--- config.mk ---
export PLATFORM = sky130hd
export DESIGN_NAME = mthd_decoder
export DESIGN_NICKNAME = d
export VERILOG_FILES = /design/src/rtl/mdec_pkg.sv /design/src/rtl/mdec_lookup.sv /design/src/rtl/mdec_state.sv /design/src/rtl/mdec_exc.sv /design/src/rtl/mthd_decoder.sv
export SDC_FILE = /design/constraint.sdc
export NUM_CORES = 2
export LEC_CHECK = 0
export ABC_AREA = 1
export BUFFER_PORTS_ARGS = -buffer_cell sky130_fd_sc_hd__buf_2
export CAP_MARGIN = 0
export CORE_UTILIZATION = 50
export CTS_CLUSTER_DIAMETER = 80
export DETAILED_ROUTE_END_ITERATION = 10
export GPL_TIMING_DRIVEN = 0
export PLACE_DENSITY_LB_ADDON = 0.08
export SKIP_LAST_GASP = 1
export SLEW_MARGIN = 20
export SYNTH_ARGS = -nofsm -noshare
export SYNTH_HDL_FRONTEND = slang
export SYNTH_SLANG_ARGS = --single-unit
export TNS_END_PERCENT = 5
--- constraint.sdc ---
create_clock -name clk -period 9.8 [get_ports clk]
set_input_delay 1.96 -clock clk [delete_from_list [all_inputs] [get_ports clk]]
set_output_delay 1.96 -clock clk [all_outputs]
set_load 0.02 [all_outputs]
--- src/rtl/mdec_pkg.sv ---
package mdec_pkg;
  localparam int MW     = 16;             // method address width
  localparam int DW     = 32;             // data width
  localparam int WW     = MW - 2;         // word index width
  localparam int NTILE  = 7;              // tiling words per surface
  localparam int NMISC  = 14;             // words in the misc group
  localparam int NSLOT  = 4;              // DMA target slots
  localparam int DEPTH  = 2 * NTILE + NMISC + NSLOT;
  localparam int IDXW   = $clog2(DEPTH);
  localparam int SLOTW  = $clog2(NSLOT);
  localparam int NCMD   = 5;

  // word addresses (byte address >> 2)
  localparam logic [WW-1:0] W_NOP   = WW'(14'h040);
  localparam logic [WW-1:0] W_PERF  = WW'(14'h050);
  localparam logic [WW-1:0] W_DMA   = WW'(14'h060);
  localparam logic [WW-1:0] W_SRC   = WW'(14'h080);
  localparam logic [WW-1:0] W_DST   = WW'(14'h088);
  localparam logic [WW-1:0] W_EXEC  = WW'(14'h0C0);
  localparam logic [WW-1:0] W_FLUSH = WW'(14'h0C1);
  localparam logic [WW-1:0] W_MISC  = WW'(14'h0C3);
  localparam logic [WW-1:0] W_DMA_L  = W_DMA  + WW'(NSLOT - 1);
  localparam logic [WW-1:0] W_SRC_L  = W_SRC  + WW'(NTILE - 1);
  localparam logic [WW-1:0] W_DST_L  = W_DST  + WW'(NTILE - 1);
  localparam logic [WW-1:0] W_MISC_L = W_MISC + WW'(NMISC - 1);

  // storage index bases
  localparam logic [IDXW-1:0] IDX_SRC  = '0;
  localparam logic [IDXW-1:0] IDX_DST  = IDXW'(NTILE);
  localparam logic [IDXW-1:0] IDX_MISC = IDXW'(2 * NTILE);
  localparam logic [IDXW-1:0] IDX_DMA  = IDXW'(2 * NTILE + NMISC);

  // pulse bit positions
  localparam int P_NOP = 0, P_PERF = 1, P_DMA = 2, P_EXEC = 3, P_FLUSH = 4;

  localparam logic [1:0] EXC_ILLEGAL = 2'd1;
  localparam logic [1:0] EXC_BITS    = 2'd2;

  typedef enum logic [2:0] {
    K_STORE, K_NOP, K_PERF, K_DMA, K_EXEC, K_FLUSH
  } kind_t;

  typedef struct packed {
    logic            hit;
    kind_t           kind;
    logic [DW-1:0]   mask;
    logic [IDXW-1:0] idx;
  } entry_t;

  function automatic logic [DW-1:0] tile_mask(input logic [2:0] k);
    case (k)
      3'd0, 3'd4: return 32'h0000_0FFF;   // mode, z offset
      3'd1, 3'd5: return 32'h0007_FFFF;   // x size, x offset
      3'd2, 3'd6: return 32'h0000_1FFF;   // y size, y offset
      3'd3:       return 32'h0000_07FF;   // z size
      default:    return 32'h0;
    endcase
  endfunction

  function automatic logic [DW-1:0] misc_mask(input logic [3:0] k);
    case (k)
      4'd0, 4'd2, 4'd11: return 32'h0000_00FF;  // address high words
      4'd4, 4'd5:        return 32'h0007_FFFF;  // pitches
      4'd6:              return 32'h0000_FFFF;  // x count
      4'd7:              return 32'h0000_1FFF;  // y count
      4'd8:              return 32'h0333_FFFF;  // format
      default:           return 32'hFFFF_FFFF;  // low addresses, swizzle, counter
    endcase
  endfunction
endpackage

--- src/rtl/mdec_lookup.sv ---
module mdec_lookup
  import mdec_pkg::*;
(
  input  logic [MW-1:0] mthd,
  output entry_t        ent
);
  logic [WW-1:0] w;
  assign w = mthd[MW-1:2];

  always_comb begin
    ent = '{hit: 1'b0, kind: K_STORE, mask: '0, idx: '0};
    if (mthd[1:0] == 2'b00) begin
      if (w == W_NOP) begin
        ent.hit = 1'b1; ent.kind = K_NOP; ent.mask = '1;
      end else if (w == W_PERF) begin
        ent.hit = 1'b1; ent.kind = K_PERF; ent.mask = '1;
      end else if (w == W_EXEC) begin
        ent.hit = 1'b1; ent.kind = K_EXEC; ent.mask = '1;
      end else if (w == W_FLUSH) begin
        ent.hit = 1'b1; ent.kind = K_FLUSH; ent.mask = '1;
      end else if (w >= W_DMA && w <= W_DMA_L) begin
        ent.hit = 1'b1; ent.kind = K_DMA; ent.mask = '1;
        ent.idx = IDX_DMA + IDXW'(w - W_DMA);
      end else if (w >= W_SRC && w <= W_SRC_L) begin
        ent.hit  = 1'b1;
        ent.mask = tile_mask(3'(w - W_SRC));
        ent.idx  = IDX_SRC + IDXW'(w - W_SRC);
      end else if (w >= W_DST && w <= W_DST_L) begin
        ent.hit  = 1'b1;
        ent.mask = tile_mask(3'(w - W_DST));
        ent.idx  = IDX_DST + IDXW'(w - W_DST);
      end else if (w >= W_MISC && w <= W_MISC_L) begin
        ent.hit  = 1'b1;
        ent.mask = misc_mask(4'(w - W_MISC));
        ent.idx  = IDX_MISC + IDXW'(w - W_MISC);
      end
    end
  end
endmodule

--- src/rtl/mdec_state.sv ---
module mdec_state
  import mdec_pkg::*;
(
  input  logic            clk,
  input  logic            rst_n,
  input  logic            we,
  input  logic [IDXW-1:0] widx,
  input  logic [DW-1:0]   wdata,
  input  logic [IDXW-1:0] ridx,
  output logic [DW-1:0]   rdata
);
  logic [DW-1:0] mem [DEPTH];

  for (genvar i = 0; i < DEPTH; i++) begin : g_word
    always_ff @(posedge clk) begin
      if (!rst_n)                         mem[i] <= '0;
      else if (we && widx == IDXW'(i))    mem[i] <= wdata;
    end
  end

  assign rdata = (int'(ridx) < DEPTH) ? mem[ridx] : '0;
endmodule

--- src/rtl/mdec_exc.sv ---
module mdec_exc
  import mdec_pkg::*;
(
  input  logic          clk,
  input  logic          rst_n,
  input  logic          set,
  input  logic [1:0]    code_in,
  input  logic [MW-1:0] mthd_in,
  input  logic [DW-1:0] data_in,
  input  logic          clr,
  output logic          irq,
  output logic [1:0]    code,
  output logic [MW-1:0] mthd,
  output logic [DW-1:0] data
);
  always_ff @(posedge clk) begin
    if (!rst_n) begin
      irq  <= 1'b0;
      code <= '0;
      mthd <= '0;
      data <= '0;
    end else if (set) begin
      irq  <= 1'b1;
      code <= code_in;
      mthd <= mthd_in;
      data <= data_in;
    end else if (clr) begin
      irq  <= 1'b0;
    end
  end
endmodule

--- src/rtl/mthd_decoder.sv ---
module mthd_decoder
  import mdec_pkg::*;
(
  input  logic             clk,
  input  logic             rst_n,
  input  logic             in_valid,
  output logic             in_ready,
  input  logic [MW-1:0]    in_mthd,
  input  logic [DW-1:0]    in_data,
  input  logic [MW-1:0]    rd_mthd,
  output logic [DW-1:0]    rd_data,
  output logic [NCMD-1:0]  cmd_pulse,
  output logic [SLOTW-1:0] cmd_slot,
  output logic             irq,
  input  logic             irq_clr,
  output logic [1:0]       exc_code,
  output logic [MW-1:0]    exc_mthd,
  output logic [DW-1:0]    exc_data
);
  entry_t wr_ent, rd_ent;
  logic   accept, bad_bits, fault, good, store_we;
  logic [DW-1:0]   mem_rd;
  logic [NCMD-1:0] pulse_nxt;

  mdec_lookup u_wr_lookup (.mthd(in_mthd), .ent(wr_ent));
  mdec_lookup u_rd_lookup (.mthd(rd_mthd), .ent(rd_ent));

  assign in_ready = !irq && (cmd_pulse == '0);
  assign accept   = in_valid && in_ready;
  assign bad_bits = wr_ent.hit && ((in_data & ~wr_ent.mask) != '0);
  assign fault    = accept && (!wr_ent.hit || bad_bits);
  assign good     = accept && wr_ent.hit && !bad_bits;
  assign store_we = good && (wr_ent.kind == K_STORE || wr_ent.kind == K_DMA);

  mdec_state u_state (
    .clk(clk), .rst_n(rst_n),
    .we(store_we), .widx(wr_ent.idx), .wdata(in_data),
    .ridx(rd_ent.idx), .rdata(mem_rd)
  );

  assign rd_data = (rd_ent.hit && (rd_ent.kind == K_STORE || rd_ent.kind == K_DMA))
                   ? (mem_rd & rd_ent.mask) : '0;

  always_comb begin
    pulse_nxt = '0;
    if (good) begin
      case (wr_ent.kind)
        K_NOP:   pulse_nxt[P_NOP]   = 1'b1;
        K_PERF:  pulse_nxt[P_PERF]  = 1'b1;
        K_DMA:   pulse_nxt[P_DMA]   = 1'b1;
        K_EXEC:  pulse_nxt[P_EXEC]  = 1'b1;
        K_FLUSH: pulse_nxt[P_FLUSH] = 1'b1;
        default: pulse_nxt = '0;
      endcase
    end
  end

  always_ff @(posedge clk) begin
    if (!rst_n) begin
      cmd_pulse <= '0;
      cmd_slot  <= '0;
    end else begin
      cmd_pulse <= pulse_nxt;
      if (good && wr_ent.kind == K_DMA)
        cmd_slot <= SLOTW'(wr_ent.idx - IDX_DMA);
    end
  end

  mdec_exc u_exc (
    .clk(clk), .rst_n(rst_n),
    .set(fault), .code_in(wr_ent.hit ? EXC_BITS : EXC_ILLEGAL),
    .mthd_in(in_mthd), .data_in(in_data), .clr(irq_clr),
    .irq(irq), .code(exc_code), .mthd(exc_mthd), .data(exc_data)
  );
endmodule

==> metrics.yaml <==
synth_top_family_by_area: "simple AND/OR/NAND/NOR gates"
finalNetCount: 6069
multiInputGateArea_um2: 17700
met2_length_um: 89500
drc: 0
cp_data_required_time_ns: 7.84
track_usage_pct: 39.5
regArea_um2: 31900
startpoint_type: "input pin"
drt_iter0_markers: 7093
skew_ns: 0.0196
finalPower_w: 0.0103
synthesis.instances: 5668
h-tree-depth: 3
crit_arrival_ns: 7.50
initial_core_util_pct: 50.4
antenna_found_initial: 17
wl_met1_um: 78500
utilization_pct: 57.1
die_area_um2: 106000
vias: 46112
crit_path_max_fanout: 10
grt_pass1_vias: 42360
fmax_ghz: 0.106
dp_hpwl_um: 154000
finalHoldViolations: 0
finalCriticalPeriod_ns: 9.46
core_area_um2: 104000
wirelength_um: 212000
crit_type: "in2out"
final_common_cell: "nand3_1"
dieHeight_um: 325
cts_tree: "built"
syn_to_final_growth_pct: 13.2
wire_per_inst_um: 28.5
async_flop_share_pct: 0
boundaryPins: 159
ant_nets: 0
synth_sequential_area_ratio_pct: 61.1
setup_slack_ns: 0.337
finalSetupTns_ns: 0
ys.flop_type: "edfxtp_1"
die_width_um: 325
dp_slack_ns: 0.686
p_per_area_nw_per_um2: 174
hold_buffers: 0
synthMuxAreaShare_pct: 0
cts_resized: 0
clock_path_buffers: 3
status: "completed"
grt_first_pass_wirelength_um: 298000
peakVddDrop_uv: 192
overflow: 0
yosysWarningCount: 0
synth_compound_area_share_pct: 1.34
hold_class: "reg2reg"
synth_simple_gate_area_share_pct: 31.5
wl_met3_um: 28800
rsz0062_at_grt: "false"
maxSlewViolCount: 0
layout-drive-gt1-share_pct: 10.4
post_cts_buffers: 0
cts_sinks: 1082
fillers: 9484
synth_edf_count: 1024
final_cell_mix: "nand3_1 (1,286), nor2_1 (1,260), edfxtp_1 (1,024)"
synth_area_per_cell_um2: 9.22
worst_slew_pin_slew_ns: 1.22
avgViaCountPerCell: 6.18
synth_cell_types: 45
insertion_delay_ns: 0.73
syn-num-nets: 5764
static-leakage-power_nw: 23.3
top_layer_used: "met5"
yosys.area_share.adder_pct: 0.670
syn-cell-area_um2: 52300
fin_crit_sh_pct: 96.6
port_buffers: 155
maxCapViolations: 0
rows: 118
grt_max_degree: 33
clkTransAtPathRegs_ns: 0.06
synth-xor-area-share_pct: 0.117
ys_seq_elements: 1082
root_buffer: "clkbuf_16"
cts_buffers: 116
globalplace.congestion: 1.07
firstDrtPassIters: 7
end_kind: "primary output"
relSlewSlack_pct: 18.5
setup_viol: 0
-- cell type report --
cell class	count	share of cell area, %
Clock inverter	56	0.653
Inverter	158	1.00
Timing Repair Buffer	187	2.55
Multi-Input combinational cell	3914	29.8
Tap cell	1380	2.92
Clock buffer	157	5.32
Antenna cell	9	0.0381
Buffer	514	3.74
Sequential cell	1082	53.9
-- power breakdown --
part	leakage (nW)	internal [W]	switching, W
Combinational	11.0	0.000168	0.000614
Sequential	10.6	0.00524	0.0000594
Clock	1.73	0.00230	0.00191
-- cell usage after synthesis (all sizes together), types with 2 or more instances --
| cell type | instances | share of area (%) |
|---|---|---|
| a21oi | 23 | 0.22 |
| a31oi | 5 | 0.060 |
| buf | 219 | 2.1 |
| clkbuf | 295 | 2.1 |
| clkinv | 2 | 0.014 |
| dfxtp | 58 | 2.2 |
| edfxtp | 1024 | 59 |
| ha | 28 | 0.67 |
| inv | 156 | 1.1 |
| nand2 | 951 | 6.8 |
| nand3 | 1311 | 13 |
| nand3b | 13 | 0.19 |
| nand4 | 173 | 2.1 |
| nor2 | 1270 | 9.2 |
| nor3 | 26 | 0.25 |
| nor4 | 2 | 0.036 |
| o2111ai | 2 | 0.034 |
| o211ai | 12 | 0.18 |
| o21ai | 78 | 0.75 |
| or2 | 3 | 0.036 |
| xnor2 | 2 | 0.034 |
| xor2 | 5 | 0.084 |
-- worst max-delay path, stage by stage --
cell and delay, ns:
buf_2 0.24, inv_1 0.23, ha_1 0.26, nand2_1 0.08
inv_1 0.12, nand3_1 0.11, nand2_1 0.05, nor2_1 0.23
buf_2 0.40, nand3_1 0.74, inv_2 0.51, buf_2 0.65
buf_2 0.41, nand3_1 0.13, nand3_1 0.12, nand3_1 0.46
nand2_1 0.29, nand2_1 0.08, nand2_1 0.13, nor2_1 0.08
buf_2 0.16
-- layer usage --
layer  vias up  track usage (%)
met2      3185             56.6
met5         -                0
met4        12             25.8
li1      20061                -
met1     22230             52.3
met3       624             11.5
-- cell families after synthesis --
group | count (synthesis)
fa+ha+maj | 28
buf+inv | 672
flops | 1082
simple gates | 3753
compound gates | 126
xor+xnor | 7
-- sequential cells by signal, summed over array words and instances, names as in the netlist --
signal / cells
cmd_pulse: 5
cmd_slot: 2
u_exc.code: 2
u_exc.data: 32
u_exc.irq: 1
u_exc.mthd: 16
u_state.mem: 1024
-- final timing paths --
path / slack [ns] / endpoint / from / cells past startpoint
worst min-delay path: 0.48 / u_exc.code[1] / u_exc.code[1] / 2
worst min register to register: 0.48 / u_exc.code[1] / u_exc.code[1] / 2
worst max register to register: 6.42 / u_state.mem[28][3] / u_exc.irq / 10
worst max-delay path: 0.34 / rd_data[16] / rd_mthd[2] / 21
-- per-stage QoR --
stage / hold WS [ns] / area (um2) / std cells
5_1_grt: 0.504 / 59100 / 7449
2_1_floorplan: 0.538 / 52300 / 5668
6_report: 0.475 / 59200 / 7457
4_1_cts: 0.481 / 59100 / 7448
3_3_place_gp: 0.451 / 54800 / 7203
3_5_place_dp: 0.467 / 55600 / 7235
No activity file was read; power rests on OpenSTA's default activity.
